--- src/rtl/tdm_align_pkg.sv ---
package tdm_align_pkg;

  typedef enum logic {
    RATE_LO = 1'b0,
    RATE_HI = 1'b1
  } rate_e;

  localparam logic CFG_ADDR_DLY  = 1'b0;
  localparam logic CFG_ADDR_RATE = 1'b1;

  localparam int unsigned BYTE_W    = 8;
  localparam int unsigned BIT_IDX_W = 3;

endpackage

--- src/rtl/tdm_align_cfg.sv ---
module tdm_align_cfg
  import tdm_align_pkg::*;
#(
  parameter int unsigned DLY_W = 5
) (
  input  logic             clk_i,
  input  logic             rst_ni,
  input  logic             wr_i,
  input  logic             addr_i,
  input  logic [DLY_W-1:0] wdata_i,
  input  logic             frame_start_i,
  output logic [DLY_W-1:0] dly_cur_o,
  output rate_e            rate_cur_o,
  output logic [DLY_W-1:0] dly_q_o,
  output rate_e            rate_q_o
);

  // Largest code usable at the high rate: half the code range.
  localparam logic [DLY_W-1:0] HI_MAX = {1'b0, {(DLY_W-1){1'b1}}};

  logic [DLY_W-1:0] pend_dly_q, pend_dly_d;
  rate_e            pend_rate_q, pend_rate_d;
  logic [DLY_W-1:0] act_dly_q, act_dly_d;
  rate_e            act_rate_q, act_rate_d;
  logic [DLY_W-1:0] pend_sat;
  logic             pend_en, act_en;

  // Pending settings, with a same-cycle write visible to the apply path.
  always_comb begin
    pend_dly_d  = pend_dly_q;
    pend_rate_d = pend_rate_q;
    if (wr_i) begin
      if (addr_i == CFG_ADDR_RATE) begin
        pend_rate_d = rate_e'(wdata_i[0]);
      end else begin
        pend_dly_d = wdata_i;
      end
    end
  end

  assign pend_en = wr_i;

  // Saturation is decided against the rate being applied together with it.
  always_comb begin
    pend_sat = pend_dly_d;
    if ((pend_rate_d == RATE_HI) && (pend_dly_d > HI_MAX)) begin
      pend_sat = HI_MAX;
    end
  end

  always_comb begin
    act_dly_d  = act_dly_q;
    act_rate_d = act_rate_q;
    if (frame_start_i) begin
      act_dly_d  = pend_sat;
      act_rate_d = pend_rate_d;
    end
  end

  assign act_en = frame_start_i;

  always_ff @(posedge clk_i or negedge rst_ni) begin
    if (!rst_ni) begin
      pend_dly_q  <= '0;
      pend_rate_q <= RATE_LO;
      act_dly_q   <= '0;
      act_rate_q  <= RATE_LO;
    end else begin
      if (pend_en) begin
        pend_dly_q  <= pend_dly_d;
        pend_rate_q <= pend_rate_d;
      end
      if (act_en) begin
        act_dly_q  <= act_dly_d;
        act_rate_q <= act_rate_d;
      end
    end
  end

  // Values governing the current tick (new values already in the pulse tick).
  assign dly_cur_o  = act_dly_d;
  assign rate_cur_o = act_rate_d;
  assign dly_q_o    = act_dly_q;
  assign rate_q_o   = act_rate_q;

endmodule

--- src/rtl/tdm_align_pos.sv ---
module tdm_align_pos #(
  parameter int unsigned PW    = 13,
  parameter int unsigned DLY_W = 5
) (
  input  logic             clk_i,
  input  logic             rst_ni,
  input  logic             frame_start_i,
  input  logic [DLY_W-1:0] dly_cur_i,
  output logic [PW-1:0]    pos_o,
  output logic             locked_o
);

  logic [PW-1:0] pos_q, pos_d, pos_start;
  logic          locked_q, locked_d;

  // A frame pulse places the delayed position at minus the delay, so the
  // sampling grid trails the frame boundary by that many ticks.
  assign pos_start = {PW{1'b0}} - {{(PW-DLY_W){1'b0}}, dly_cur_i};

  always_comb begin
    pos_o    = frame_start_i ? pos_start : pos_q;
    pos_d    = pos_o + 1'b1;
    locked_d = locked_q | frame_start_i;
  end

  always_ff @(posedge clk_i or negedge rst_ni) begin
    if (!rst_ni) begin
      pos_q    <= '0;
      locked_q <= 1'b0;
    end else begin
      pos_q    <= pos_d;
      locked_q <= locked_d;
    end
  end

  assign locked_o = locked_d;

endmodule

--- src/rtl/tdm_align_sampler.sv ---
module tdm_align_sampler
  import tdm_align_pkg::*;
#(
  parameter int unsigned PW   = 13,
  parameter int unsigned CH_W = 9
) (
  input  logic              clk_i,
  input  logic              rst_ni,
  input  logic [PW-1:0]     pos_i,
  input  rate_e             rate_i,
  input  logic              locked_i,
  input  logic              sdat_i,
  output logic [BYTE_W-1:0] byte_o,
  output logic [CH_W-1:0]   chan_o,
  output logic              valid_o
);

  localparam int unsigned NRATE = 2;

  logic [NRATE-1:0] smp_v;
  logic [NRATE-1:0] last_v;
  logic [CH_W-1:0]  chan_v [NRATE];

  // One position decoder per rate; index 0 is the low rate.
  for (genvar g = 0; g < NRATE; g++) begin : g_rate
    localparam int unsigned TB    = (g == 0) ? 2 : 1;
    localparam int unsigned CB    = PW - TB - BIT_IDX_W;
    localparam int unsigned MID_I = 1 << (TB - 1);

    logic [TB-1:0]        phase;
    logic [BIT_IDX_W-1:0] bnum;
    logic [CB-1:0]        ch;

    assign phase     = pos_i[TB-1:0];
    assign bnum      = pos_i[TB+BIT_IDX_W-1:TB];
    assign ch        = pos_i[PW-1:TB+BIT_IDX_W];
    assign smp_v[g]  = (phase == MID_I[TB-1:0]);
    assign last_v[g] = smp_v[g] && (bnum == {BIT_IDX_W{1'b1}});
    assign chan_v[g] = CH_W'(ch);
  end

  logic              rsel;
  logic              smp, last;
  logic [CH_W-1:0]   chan_sel;
  logic [BYTE_W-2:0] sh_q, sh_d;
  logic [BYTE_W-1:0] byte_q, byte_d;
  logic [CH_W-1:0]   chan_q, chan_d;
  logic              valid_q, valid_d;
  logic              sh_en, cap_en;

  assign rsel     = (rate_i == RATE_HI);
  assign smp      = smp_v[rsel];
  assign last     = last_v[rsel];
  assign chan_sel = chan_v[rsel];

  always_comb begin
    sh_en   = smp;
    cap_en  = last && locked_i;
    sh_d    = {sh_q[BYTE_W-3:0], sdat_i};
    byte_d  = {sh_q, sdat_i};
    chan_d  = chan_sel;
    valid_d = cap_en;
  end

  always_ff @(posedge clk_i or negedge rst_ni) begin
    if (!rst_ni) begin
      sh_q    <= '0;
      byte_q  <= '0;
      chan_q  <= '0;
      valid_q <= 1'b0;
    end else begin
      if (sh_en) begin
        sh_q <= sh_d;
      end
      if (cap_en) begin
        byte_q <= byte_d;
        chan_q <= chan_d;
      end
      valid_q <= valid_d;
    end
  end

  assign byte_o  = byte_q;
  assign chan_o  = chan_q;
  assign valid_o = valid_q;

endmodule

--- src/rtl/tdm_bit_aligner.sv ---
module tdm_bit_aligner
  import tdm_align_pkg::*;
#(
  parameter int unsigned CH_W  = 9,
  parameter int unsigned DLY_W = 5
) (
  input  logic             clk_i,
  input  logic             rst_ni,
  input  logic             fp_i,
  input  logic             sdat_i,
  input  logic             cfg_wr_i,
  input  logic             cfg_addr_i,
  input  logic [DLY_W-1:0] cfg_wdata_i,
  output logic [7:0]       byte_o,
  output logic [CH_W-1:0]  chan_o,
  output logic             valid_o
);

  // Frame = 2^CH_W channels x 8 bits x 2 ticks at the high rate.
  localparam int unsigned PW = CH_W + 4;

  logic [1:0]       rst_pipe_q;
  logic             rst_sync_n;
  logic [DLY_W-1:0] dly_cur, act_dly_q;
  rate_e            rate_cur, act_rate_q;
  logic [PW-1:0]    pos;
  logic             locked;

  always_ff @(posedge clk_i or negedge rst_ni) begin
    if (!rst_ni) begin
      rst_pipe_q <= '0;
    end else begin
      rst_pipe_q <= {rst_pipe_q[0], 1'b1};
    end
  end

  assign rst_sync_n = rst_pipe_q[1];

  tdm_align_cfg #(
    .DLY_W (DLY_W)
  ) u_cfg (
    .clk_i         (clk_i),
    .rst_ni        (rst_sync_n),
    .wr_i          (cfg_wr_i),
    .addr_i        (cfg_addr_i),
    .wdata_i       (cfg_wdata_i),
    .frame_start_i (fp_i),
    .dly_cur_o     (dly_cur),
    .rate_cur_o    (rate_cur),
    .dly_q_o       (act_dly_q),
    .rate_q_o      (act_rate_q)
  );

  tdm_align_pos #(
    .PW    (PW),
    .DLY_W (DLY_W)
  ) u_pos (
    .clk_i         (clk_i),
    .rst_ni        (rst_sync_n),
    .frame_start_i (fp_i),
    .dly_cur_i     (dly_cur),
    .pos_o         (pos),
    .locked_o      (locked)
  );

  tdm_align_sampler #(
    .PW   (PW),
    .CH_W (CH_W)
  ) u_smp (
    .clk_i    (clk_i),
    .rst_ni   (rst_sync_n),
    .pos_i    (pos),
    .rate_i   (rate_cur),
    .locked_i (locked),
    .sdat_i   (sdat_i),
    .byte_o   (byte_o),
    .chan_o   (chan_o),
    .valid_o  (valid_o)
  );

endmodule

--- config.mk ---
export PLATFORM = sky130hd
export DESIGN_NAME = tdm_bit_aligner
export DESIGN_NICKNAME = d
export VERILOG_FILES = /design/src/rtl/tdm_align_pkg.sv /design/src/rtl/tdm_align_cfg.sv /design/src/rtl/tdm_align_pos.sv /design/src/rtl/tdm_align_sampler.sv /design/src/rtl/tdm_bit_aligner.sv
export SDC_FILE = /design/constraint.sdc
export NUM_CORES = 1
export LEC_CHECK = 0
export CAP_MARGIN = 20
export CORE_UTILIZATION = 33
export DETAILED_ROUTE_END_ITERATION = 10
export DONT_BUFFER_PORTS = 1
export HOLD_SLACK_MARGIN = 0.08
export MAX_ROUTING_LAYER = met4
export PLACE_DENSITY = 0.47
export SYNTH_ARGS = -nofsm -noshare
export SYNTH_HDL_FRONTEND = slang
export SYNTH_HIERARCHICAL = 1
export SYNTH_SLANG_ARGS = --single-unit
export TNS_END_PERCENT = 10
--- constraint.sdc ---
create_clock -name clk_i -period 1.65 [get_ports clk_i]
set_input_delay 0.33 -clock clk_i [delete_from_list [all_inputs] [get_ports clk_i]]
set_output_delay 0.33 -clock clk_i [all_outputs]
set_load 0.01 [all_outputs]
==> results.ini, run 1 <==
[placement]
dp.final_hpwl_um = 3581
dp.cells = 340
placed_area_sq_mm = 0.003087
place.gp.congestion = 0.7104
portBuffers = 0
place_worst_setup_slack_ns = -1.478

[sta]
period_needed_ns = 2.851
fin_crit_sh = 1.728
final-hold-violation-count = 0
clock-skew-final_ns = 0.005805
rsz0062_at_grt = true
timing.final.ws_setup_ns = -1.201
fmax_mhz = 350.8
hold_ws_ns = 0.1052
setup_viol = 37
timing_max_transition_violations_final = 0

[yosys]
synth_top_cell_area_share = 0.5021
synth.distinct_cells = 53
synth_enable_flop_cells = 0
post-synth-top-count-cell = sky130_fd_sc_hd__dfrtp_1
avgSynthCellArea_sq_um = 12.88
ys_top_cells_by_area = sky130_fd_sc_hd__dfrtp_1 (50%), sky130_fd_sc_hd__mux2_2 (11%), sky130_fd_sc_hd__mux2_4 (5.1%)
syn-instance-count = 205
synth_ff_type = sky130_fd_sc_hd__dfrtp_1
flip_flop_and_latch_count_after_synthesis = 53
seq_area_frac_synth = 0.5021
ys_top_cells_by_count = sky130_fd_sc_hd__dfrtp_1 (53), sky130_fd_sc_hd__mux2_2 (25), sky130_fd_sc_hd__nand2_1 (10)
synth-async-reset-ratio = 1.000
synthesis.area_sq_mm = 0.002641
yosys_warnings = 6
synthesis.nets = 218
post-synth-top-area-cell = sky130_fd_sc_hd__dfrtp_1

[routing]
drt_iter0_drc = 75
via_count = 1631
drtPass1Iterations = 4
detail_route.wirelength_um = 5066
drtAntennaViolNets = 0
vias_per_cell = 4.660
detail_route.drc_violations = 0
detail_route.wl_per_cell_um = 14.47

[setup_path]
cp_cell_sequence = nand3b_1 > o211a_4 > buf_4 > a31oi_1 > nor3b_2 > mux2_2 > nand2_2 > or3b_4 > a21oi_4 > buf_12 > mux2_2
worstPathArrival_ns = 3.05
worstPathBufferInverterCount = 2
timing.critical_path.max_delay_family = simple AND/OR/NAND/NOR gates
largest_stage_delay_worst_path_ns = 0.41
worstSetupStartpoint = u_cfg/pend_dly_q[4]
required_ns = 1.85
rr_startpoint = u_cfg/pend_dly_q[4]
kind_of_end_point_of_the_critical_path = register
timing.critical_path.mode_cell = sky130_fd_sc_hd__mux2_2
critical_path_slowest_stage_cell = sky130_fd_sc_hd__dfrtp_1
worstPathMaxFanout = 18
crit_path_start_kind = register
worst-setup-path-type = reg -> reg

[clocking]
cts.root.buffer_cell = sky130_fd_sc_hd__clkbuf_8
clkLatencyLatePin_ns = 0.31
htree_levels = 2
number_of_clock_buffers_inserted_by_tritoncts = 5
number_of_buffers_between_clock_root_and_the_deepest_sink = 2
cts_tree = yes
clk_pin_slew_ns = 0.10
cts_sinks = 53

[finish]
area_growth_syn_to_layout_pct = 27.05
fillerInstances = 738
stdcell_area_sq_mm = 0.003356
final_layout_size_suffix_gt1_frac = 0.4919
final_core_util = 0.4343
diodes = 0
layout.nets = 260
stdcell_count = 350

[floorplanning]
initial_utilization = 0.3418
die_area_sq_mm = 0.008366
pin_count = 29
placementRows = 32
die_w_um = 91.47
dieHeight_um = 91.47
coreArea_sq_mm = 0.007727

[hold_path]
worst_hold_startpoint = fp_i
hold_path.class = in -> reg

[global_routing]
grt_remaining_overflow = 0
vias_in_the_first_global_route = 1747
track_usage = 0.1376
grt_antenna_before_repair = 0
maximum_number_of_pins_on_one_net_before_global_route_repair = 40
grt_first_pass_wirelength_um = 8901

[power_and_ir_drop]
power_per_cell_area_mw_per_mm2 = 1310
peakVddDrop_mv = 0.6188
power.static_leakage_nw = 1.378

[flow_run]
max-cap-violations = 0

[outcome]
failed_checks = setup timing
status = finished with violations

-- cells in the final DEF (no fill, tap or decap), drive strengths merged, types with 3 or more instances in the layout --
cell type   n
dfrtp      53
buf        42
mux2       35
nand2      10
inv        10
a31oi       9
xor2        8
nor2        7
o21a        7
mux2i       7
clkbuf      6
nand3       4
xnor2       4
nand4       3
a21oi       3
a211oi      3
-- worst reg2reg max path: stages, from the launching register on --
cell and delay, ns:
sky130_fd_sc_hd__dfrtp_1 0.41, sky130_fd_sc_hd__nand3b_1 0.11, sky130_fd_sc_hd__o211a_4 0.22, sky130_fd_sc_hd__buf_4 0.16
sky130_fd_sc_hd__a31oi_1 0.15, sky130_fd_sc_hd__nor3b_2 0.19, sky130_fd_sc_hd__mux2_2 0.37, sky130_fd_sc_hd__nand2_2 0.08
sky130_fd_sc_hd__or3b_4 0.39, sky130_fd_sc_hd__a21oi_4 0.15, sky130_fd_sc_hd__buf_12 0.18, sky130_fd_sc_hd__mux2_2 0.35
-- kinds of logic after synthesis --
logic type                 after synthesis  synth area share
and+or+nand+nor                         39           0.08006
DFF                                     53            0.5021
xor gates and xnor gates                12           0.04264
muxes                                   42            0.1885
AOI/OAI and AO/OA                       36            0.1279
buffers and inverters                   20           0.04784
adders and majority gates                2          0.009473
other                                    1          0.001420
-- layer usage --
| metal | part of all wire | vias to the layer above | global-route usage |
|---|---|---|---|
| met4 | 0.013 | 0 | 0.04365 |
| met3 | 0.034 | 5 | 0.03434 |
| met1 | 0.49 | 796 | 0.1817 |
| li1 | - | 812 | - |
| met2 | 0.46 | 18 | 0.2074 |
| met5 | 0 | - | - |
-- stage by stage --
stage          TNS [ns]  total power, mW
2_1_floorplan    -40.80            2.966
3_3_place_gp     -44.59            3.380
3_5_place_dp     -45.23            3.402
4_1_cts          -34.33            4.380
5_1_grt          -38.06            4.672
6_report         -33.56            4.395
-- layout make-up --
class | count | area, sq um | area share
Sequential cell | 53 | 1328 | 0.3956
Multi-Input combinational cell | 132 | 1371 | 0.4087
Inverter | 12 | 60.06 | 0.01790
Clock inverter | 2 | 38.79 | 0.01156
Tap cell | 102 | 127.6 | 0.03803
Timing Repair Buffer | 43 | 357.8 | 0.1066
Clock buffer | 6 | 72.57 | 0.02163
-- power by group --
| group | internal [mW] | switching (mW) | leakage (nW) | total, mW |
|---|---|---|---|---|
| Combinational | 0.833 | 0.584 | 0.726 | 1.42 |
| Sequential | 1.71 | 0.372 | 0.597 | 2.09 |
| Clock | 0.456 | 0.436 | 0.0554 | 0.892 |
-- repair_timing --
action,in CTS,in global routing
endpoints found under the setup margin,37,37
endpoints found under the hold margin,2,0
hold buffers,1,0
pin swaps,2,0
gates resized for setup,12,13
setup buffers,1,0
-- flip-flops by register name, summed over array words and instances (netlist names) --
signal,count
u_smp/sh_q,7
u_cfg/dly_q_o,5
u_smp/valid_o,1
u_smp/chan_o,9
u_pos/pos_q,13
u_pos/locked_q,1
u_cfg/pend_dly_q,5
rst_pipe_q,2
u_smp/byte_o,8
u_cfg/rate_q_o,1
u_cfg/pend_rate_q,1
-- path summary, 6_finish.rpt --
kind,slack (ns),end,cells past startpoint
max,-1.20,u_smp/chan_o[5],11
min,0.11,u_cfg/dly_q_o[2],1
max reg2reg,-1.20,u_smp/chan_o[5],11
min reg2reg,0.21,u_cfg/pend_dly_q[4],0
max in group asynchronous,0.90,u_pos/pos_q[10],1
min in group asynchronous,0.21,u_cfg/pend_dly_q[4],0
(Power assumes the default switching activity.)
==> run 2: changes to the inputs <==
Settings changed: PLACE_DENSITY 0.47 to 0.46, SYNTH_HIERARCHICAL 1 to not set.
Clock period 1.65 ns to 2.73 ns, I/O delays scaled along.
==> run 2 against run 1 <==
The run now ends clean; global-route usage grew 1.3 points; power decreased by 38%; sequential share of layout area fell by 2.1 points; highest routed layer unchanged; first-iteration DRC count rose by 4.0%; combinational power decreased by 30%; worst hold slack gained 0.24 ns; wire length increased by 19%.
==> results.ini, run 2 <==
[outcome]
status = completed

[floorplanning]
dieHeight_um = 92.85  ; +1.5%
pin_count = 29  ; unchanged
die_area_sq_mm = 0.008621  ; +3.1%
initial_utilization = 0.3471  ; +0.005291
placementRows = 32  ; unchanged
coreArea_sq_mm = 0.007848  ; +1.6%
die_w_um = 92.85  ; +1.5%

[yosys]
synth_enable_flop_cells = 0  ; unchanged
seq_area_frac_synth = 0.4593  ; -0.04278
synth_ff_type = sky130_fd_sc_hd__dfrtp_1
ys_top_cells_by_count = sky130_fd_sc_hd__dfrtp_1 (50), sky130_fd_sc_hd__nand2_1 (20), sky130_fd_sc_hd__mux2_2 (17)
synth_top_cell_area_share = 0.4593  ; -0.04278
synth-async-reset-ratio = 1.000  ; unchanged
synthesis.area_sq_mm = 0.002724  ; +3.1%
yosys_warnings = 0  ; -6
flip_flop_and_latch_count_after_synthesis = 50  ; -5.7%
post-synth-top-count-cell = sky130_fd_sc_hd__dfrtp_1
synth.distinct_cells = 59  ; +11%
avgSynthCellArea_sq_um = 11.30  ; -12%
synthesis.nets = 255  ; +17%
syn-instance-count = 241  ; +18%
post-synth-top-area-cell = sky130_fd_sc_hd__dfrtp_1
ys_top_cells_by_area = sky130_fd_sc_hd__dfrtp_1 (46%), sky130_fd_sc_hd__mux2_2 (7.0%), sky130_fd_sc_hd__mux2_4 (5.0%)

[setup_path]
kind_of_end_point_of_the_critical_path = register
worstPathMaxFanout = 13  ; -5
worst-setup-path-type = in -> reg
worstPathArrival_ns = 2.82  ; -0.23 ns
critical_path_slowest_stage_cell = sky130_fd_sc_hd__mux2_4
required_ns = 2.93  ; +1.08 ns
timing.critical_path.mode_cell = sky130_fd_sc_hd__inv_2
cp_cell_sequence = nor2b_4 > mux2i_4 > inv_2 > nor2_4 > nor2_2 > inv_2 > ha_4 > mux2_4 > ha_4 > inv_2 > nor2_2 > a32oi_4 > nor2_8 > buf_12 > mux2_4
largest_stage_delay_worst_path_ns = 0.30  ; -0.11 ns
rrSetupSlack_ns = 0.11  ; +1.31 ns
crit_path_start_kind = primary input

[finish]
layout_common_cells = sky130_fd_sc_hd__dfrtp_1 (49), sky130_fd_sc_hd__buf_4 (35), sky130_fd_sc_hd__nand2_1 (18)
layout.nets = 294  ; +13%
mostFrequentLayoutCell = sky130_fd_sc_hd__dfrtp_1
fillerInstances = 786  ; +6.5%
stdcell_count = 383  ; +9.4%
stdcell_area_sq_mm = 0.003346  ; -0.30%
max_flop_register = u_pos.pos_q
area_growth_syn_to_layout_pct = 22.83
diodes = 0  ; unchanged
flip_flop_count_of_the_largest_register_all_copies_and_words_added = 13  ; unchanged
final_layout_size_suffix_gt1_frac = 0.4128  ; -0.07912

[placement]
placed_area_sq_mm = 0.003090  ; +0.12%
portBuffers = 0  ; unchanged
place.gp.congestion = 0.8155  ; +15%
dp.cells = 367  ; +7.9%
dp.final_hpwl_um = 4181  ; +17%

[sta]
setup_viol = 0  ; -100%
rsz0062_at_grt = true
fmax_mhz = 380.6
fin_setup_tns_ns = 0  ; +33.56 ns
clock-skew-final_ns = 0.01033  ; +0.004524 ns
fin_crit_sh = 0.9623
max_slew.worst_pin.slew_ns = 0.6305
slew_headroom = 0.5797
timing_max_transition_violations_final = 0  ; unchanged
period_needed_ns = 2.627
final-hold-violation-count = 0  ; unchanged

[flow_run]
max-cap-violations = 0  ; unchanged

[power_and_ir_drop]
power.static_leakage_nw = 1.415  ; +2.7%
power_per_cell_area_mw_per_mm2 = 819.3  ; -37%
total_power_mw = 2.741  ; -38%
peakVddDrop_mv = 0.3351  ; -46%

[routing]
vias_per_cell = 5.115  ; +9.8%
drtAntennaViolNets = 0  ; unchanged
drt_iter0_drc = 78  ; +4.0%
via_count = 1959  ; +20%
drtPass1Iterations = 4  ; unchanged
detail_route.wl_per_cell_um = 15.72  ; +8.6%
detail_route.drc_violations = 0  ; unchanged
detail_route.wirelength_um = 6020  ; +19%

[global_routing]
grt_remaining_overflow = 0  ; unchanged
track_usage = 0.1505  ; +0.01286
grt_antenna_before_repair = 0  ; unchanged
maximum_number_of_pins_on_one_net_before_global_route_repair = 49  ; +23%
grt_first_pass_wirelength_um = 9832  ; +10%
vias_in_the_first_global_route = 1932  ; +11%

[clocking]
clkLatencyLatePin_ns = 0.31  ; about the same
htree_levels = 2  ; unchanged
cts_tree = yes
cts.root.buffer_cell = sky130_fd_sc_hd__clkbuf_8
number_of_buffers_between_clock_root_and_the_deepest_sink = 2  ; unchanged
clk_pin_slew_ns = 0.10  ; about the same
number_of_clock_buffers_inserted_by_tritoncts = 5  ; unchanged
cts_sinks = 50  ; -5.7%

[hold_path]
hold_path.class = in -> reg

-- run 2: cell count changes after synthesis, moves of 6 or more --
cell	previous run	this run
sky130_fd_sc_hd__a31oi_1	8	1
sky130_fd_sc_hd__o21ai_0	0	6
sky130_fd_sc_hd__a21oi_1	2	11
sky130_fd_sc_hd__nand2_1	10	20
sky130_fd_sc_hd__nor2_1	7	14
sky130_fd_sc_hd__mux2_2	25	17
-- run 2: kinds of logic (layout without fill, tap and decap cells) --
kind of cell             Yosys count  after routing  synth area share
AO/OA/AOI/OAI                     38             38            0.1075
XOR/XNOR                           5              5           0.01608
adder cells (fa/ha/maj)            3              3           0.01378
buffers and inverters             19             59           0.03629
flip-flops                        50             50            0.4593
multiplexers                      41             41            0.1824
other                              1              1          0.001377
AND/OR/NAND/NOR                   84             84            0.1833
-- run 2: final timing paths --
check	start	endpoint	depth (start not counted)
setup / recovery	cfg_wr_i	u_smp.byte_o[7]	15
hold / removal	fp_i	u_pos.pos_q[6]	1
setup reg to reg	u_cfg.pend_dly_q[4]	u_smp.byte_o[7]	14
max in group asynchronous	rst_pipe_q[1]	u_smp.sh_q[5]	1
min in group asynchronous	rst_pipe_q[1]	u_cfg.pend_dly_q[0]	1
hold reg to reg	rst_pipe_q[1]	u_cfg.pend_dly_q[0]	1
-- run 2: stage by stage --
| step | utilization | setup WS [ns] | hold slack (ns) |
|---|---|---|---|
| after CTS | 0.4096 | -0.00006262 | 0.3312 |
| after global routing | 0.4263 | -0.06934 | 0.3374 |
| final | 0.4263 | 0.1029 | 0.3411 |
| after global placement | 0.3938 | -0.3537 | 0.2505 |
| after detailed placement | 0.3938 | -0.4121 | 0.2505 |
| after floorplan | - | -0.2629 | 0.2504 |
-- run 2: where the power goes --
group          internal, mW  switching (mW)
clock network         0.204           0.265
registers             0.996           0.279
logic                 0.580           0.417
total                  1.78           0.961
-- run 2: final cells by class --
type	instances	area (sq um)	area share
Multi-Input combinational cell	172	1495	0.4469
Sequential cell	50	1252	0.3743
Timing Repair Buffer	41	337.8	0.1010
Tap cell	102	127.6	0.03814
Clock buffer	6	82.58	0.02468
Inverter	10	37.54	0.01122
Clock inverter	2	12.51	0.003740
-- run 2: what timing repair did --
item / in CTS / in global routing
endpoints found under the setup margin: 20 / 32
hold buffers: 1 / 0
endpoints found under the hold margin: 2 / 0
gates resized for setup: 4 / 22
pin swaps: 4 / 13
setup buffers: 1 / 6
-- run 2: worst max-delay path: cells and delay by family --
kind / cells / cell delay, ns
and+or+nand+nor: 5 / 0.49
adders and majority gates: 2 / 0.35
AOI/OAI and AO/OA: 1 / 0.23
buffers and inverters: 4 / 0.33
muxes: 3 / 0.87
-- run 2: routing by layer --
metal,part of all wire,track usage,wire length [um],vias up
met5,0,-,0,-
met4,0.012,0.04615,73,0
met3,0.029,0.03202,173,11
met2,0.48,0.2310,2890,22
met1,0.48,0.1991,2882,975
li1,-,-,-,951
==> run 3: changes to the inputs <==
Settings changed: CORE_UTILIZATION 33 to 60, PLACE_DENSITY 0.46 to 0.75.
==> run 3 against run 2 <==
The run now ends with DRC, setup timing left; critical path depth is 1 lower; cell area is 0.86% higher; sequential share of layout area is 0.32 points lower; wire length is 7.8% higher; clock power is 3% higher; count of clock-buffer cells in the layout is 1 higher; global-route usage is 11 points higher; via count is 5.1% higher; critical endpoint is now u_smp.chan_o[6].
==> results.ini, run 3 (synthesis gave the netlist of run 2 again) <==
[setup_path]
worstPathBufferInverterCount = 3  ; -1
timing.critical_path.max_delay_family = simple AND/OR/NAND/NOR gates
worst-setup-path-type = reg -> reg
crit_path_start_kind = register
worstPathMaxFanout = 6  ; -7
timing.critical_path.mode_cell = sky130_fd_sc_hd__nor2_4
critical_path_slowest_stage_cell = sky130_fd_sc_hd__dfrtp_1
cp_cell_sequence = nand3b_1 > nand4_1 > nor2_4 > nor2_4 > inv_2 > ha_4 > mux2_4 > ha_4 > inv_4 > nor2_4 > a32oi_4 > nor2_8 > clkbuf_16 > mux2_4
largest_stage_delay_worst_path_ns = 0.43  ; +0.13 ns
worstPathArrival_ns = 3.04  ; +0.22 ns
required_ns = 2.92  ; about the same
kind_of_end_point_of_the_critical_path = register
rrSetupSlack_ns = -0.12  ; -0.23 ns

[global_routing]
grt_antenna_before_repair = 0  ; unchanged
grt_remaining_overflow = 0  ; unchanged
maximum_number_of_pins_on_one_net_before_global_route_repair = 49  ; unchanged
grt_first_pass_wirelength_um = 9556  ; -2.8%
track_usage = 0.2613  ; +0.1108
vias_in_the_first_global_route = 2013  ; +4.2%

[finish]
diodes = 0  ; unchanged
max_flop_register = u_pos.pos_q
final_layout_size_suffix_gt1_frac = 0.4149  ; +0.002082
fillerInstances = 257  ; -67%
area_growth_syn_to_layout_pct = 23.89
final_core_util = 0.7750  ; +0.3487
flip_flop_count_of_the_largest_register_all_copies_and_words_added = 13  ; unchanged
mostFrequentLayoutCell = sky130_fd_sc_hd__dfrtp_1
stdcell_count = 334  ; -13%
layout.nets = 295  ; +0.34%
layout_common_cells = sky130_fd_sc_hd__dfrtp_1 (49), sky130_fd_sc_hd__buf_4 (34), sky130_fd_sc_hd__mux2_4 (24)

[power_and_ir_drop]
total_power_mw = 2.876  ; +4.9%
power.static_leakage_nw = 1.481  ; +4.7%
peakVddDrop_mv = 0.6731  ; +100%
power_per_cell_area_mw_per_mm2 = 852.3  ; +4.0%

[sta]
period_needed_ns = 2.846  ; +0.2188 ns
slew_headroom = 0.6351  ; +0.05540
setup_viol = 24  ; +24
fmax_mhz = 351.4  ; -7.7%
final-hold-violation-count = 0  ; unchanged
timing_max_transition_violations_final = 0  ; unchanged
hold_ws_ns = 0.1123  ; -0.2288 ns
clock-skew-final_ns = 0.01225  ; +0.001917 ns
rsz0062_at_grt = true
timing.final.ws_setup_ns = -0.1160  ; -0.2188 ns
max_slew.worst_pin.slew_ns = 0.5441  ; -0.08638 ns
fin_crit_sh = 1.042  ; +0.08015

[routing]
detail_route.drc_violations = 1  ; +1
detail_route.wirelength_um = 6491  ; +7.8%
vias_per_cell = 6.165  ; +21%
drt_iter0_drc = 180  ; +130%
drtPass1Iterations = 7  ; +3
via_count = 2059  ; +5.1%
detail_route.wl_per_cell_um = 19.43  ; +24%
drtAntennaViolNets = 0  ; unchanged

[placement]
portBuffers = 0  ; unchanged
place.gp.congestion = 0.9198  ; +13%
dp.cells = 311  ; -15%
place_worst_setup_slack_ns = -0.3691  ; +0.04300 ns
dp.final_hpwl_um = 3984  ; -4.7%

[floorplanning]
die_w_um = 69.38  ; -25%
coreArea_sq_mm = 0.004354  ; -45%
initial_utilization = 0.6256  ; +0.2785
die_area_sq_mm = 0.004813  ; -44%
dieHeight_um = 69.38  ; -25%
pin_count = 29  ; unchanged
placementRows = 24  ; -25%

[hold_path]
hold_path.class = reg -> async

[clocking]
clk_pin_slew_ns = 0.09  ; about the same
cts_sinks = 50  ; unchanged
number_of_clock_buffers_inserted_by_tritoncts = 5  ; unchanged
cts.root.buffer_cell = sky130_fd_sc_hd__clkbuf_8
htree_levels = 2  ; unchanged
number_of_buffers_between_clock_root_and_the_deepest_sink = 2  ; unchanged
cts_tree = yes
clkLatencyLatePin_ns = 0.31  ; about the same

[flow_run]
max-cap-violations = 0  ; unchanged

[outcome]
failed_checks = DRC, setup timing
status = finished with violations

==> run 3: cell types whose count changed in the layout (fill, tap and decap cells not counted), moves of 2 or more <==
cell / change
sky130_fd_sc_hd__inv_2: -2
sky130_fd_sc_hd__mux2_2: -8
sky130_fd_sc_hd__mux2_4: +9
sky130_fd_sc_hd__nor2_2: -2
sky130_fd_sc_hd__nor2_4: +2
==> run 3: layout make-up <==
class	instances	area, sq um	share of cell area
clock buffers	7	96.34	0.02855
clock inverters	1	8.758	0.002595
inverters	10	40.04	0.01187
multi-input cells	172	1536	0.4553
flip-flops and latches	50	1252	0.3712
well taps	52	65.06	0.01928
repair buffers	42	375.4	0.1112
==> run 3: metal layers <==
layer  GRT usage  vias up  share of wire
li1            -      960              -
met1      0.3330     1030           0.43
met2      0.4196       62           0.52
met3     0.04797        7          0.046
met4     0.09524        0          0.010
met5           -        -              0
==> run 3: worst register-to-register path, cell delays in order, from the launching register on <==
cell and delay (ns):
sky130_fd_sc_hd__dfrtp_1 0.43, sky130_fd_sc_hd__nand3b_1 0.16, sky130_fd_sc_hd__nand4_1 0.22, sky130_fd_sc_hd__nor2_4 0.20, sky130_fd_sc_hd__nor2_4 0.06, sky130_fd_sc_hd__inv_2 0.08, sky130_fd_sc_hd__ha_4 0.20, sky130_fd_sc_hd__mux2_4 0.29
sky130_fd_sc_hd__ha_4 0.18, sky130_fd_sc_hd__inv_4 0.05, sky130_fd_sc_hd__nor2_4 0.04, sky130_fd_sc_hd__a32oi_4 0.27, sky130_fd_sc_hd__nor2_8 0.09, sky130_fd_sc_hd__clkbuf_16 0.17, sky130_fd_sc_hd__mux2_4 0.30
==> run 3: metrics by stage <==
step                      setup TNS (ns)  cell area (sq um)
after floorplan                   -5.009               2769
after global placement            -6.423               2983
after detailed placement          -8.133               2983
after CTS                       -0.01127               3168
after global routing              -4.843               3374
final                             -2.113               3374
==> run 3: path summary, 6_finish.rpt <==
check	cells after the start	startpoint	end
max in group asynchronous	1	rst_ni	rst_pipe_q[1]
min in group clk_i	1	fp_i	u_pos.pos_q[6]
setup / recovery	14	u_cfg.pend_dly_q[4]	u_smp.chan_o[6]
hold / removal	0	rst_pipe_q[1]	u_cfg.pend_dly_q[3]
hold reg to reg	0	rst_pipe_q[1]	u_cfg.pend_dly_q[3]
setup reg to reg	14	u_cfg.pend_dly_q[4]	u_smp.chan_o[6]
==> run 3: power by group <==
part	leakage [nW]	switching, mW	internal (mW)
sequential	0.564	0.302	0.996
combinational	0.863	0.464	0.629
clock	0.0544	0.252	0.233
total	1.48	1.02	1.86
==> run 3: repair_timing <==
action	CTS	global route
endpoints found under the hold margin	2	0
pin swaps	7	13
setup endpoints to repair	24	32
resized for setup	5	32
setup buffers	7	5
hold buffers	1	0
gates cloned	0	1
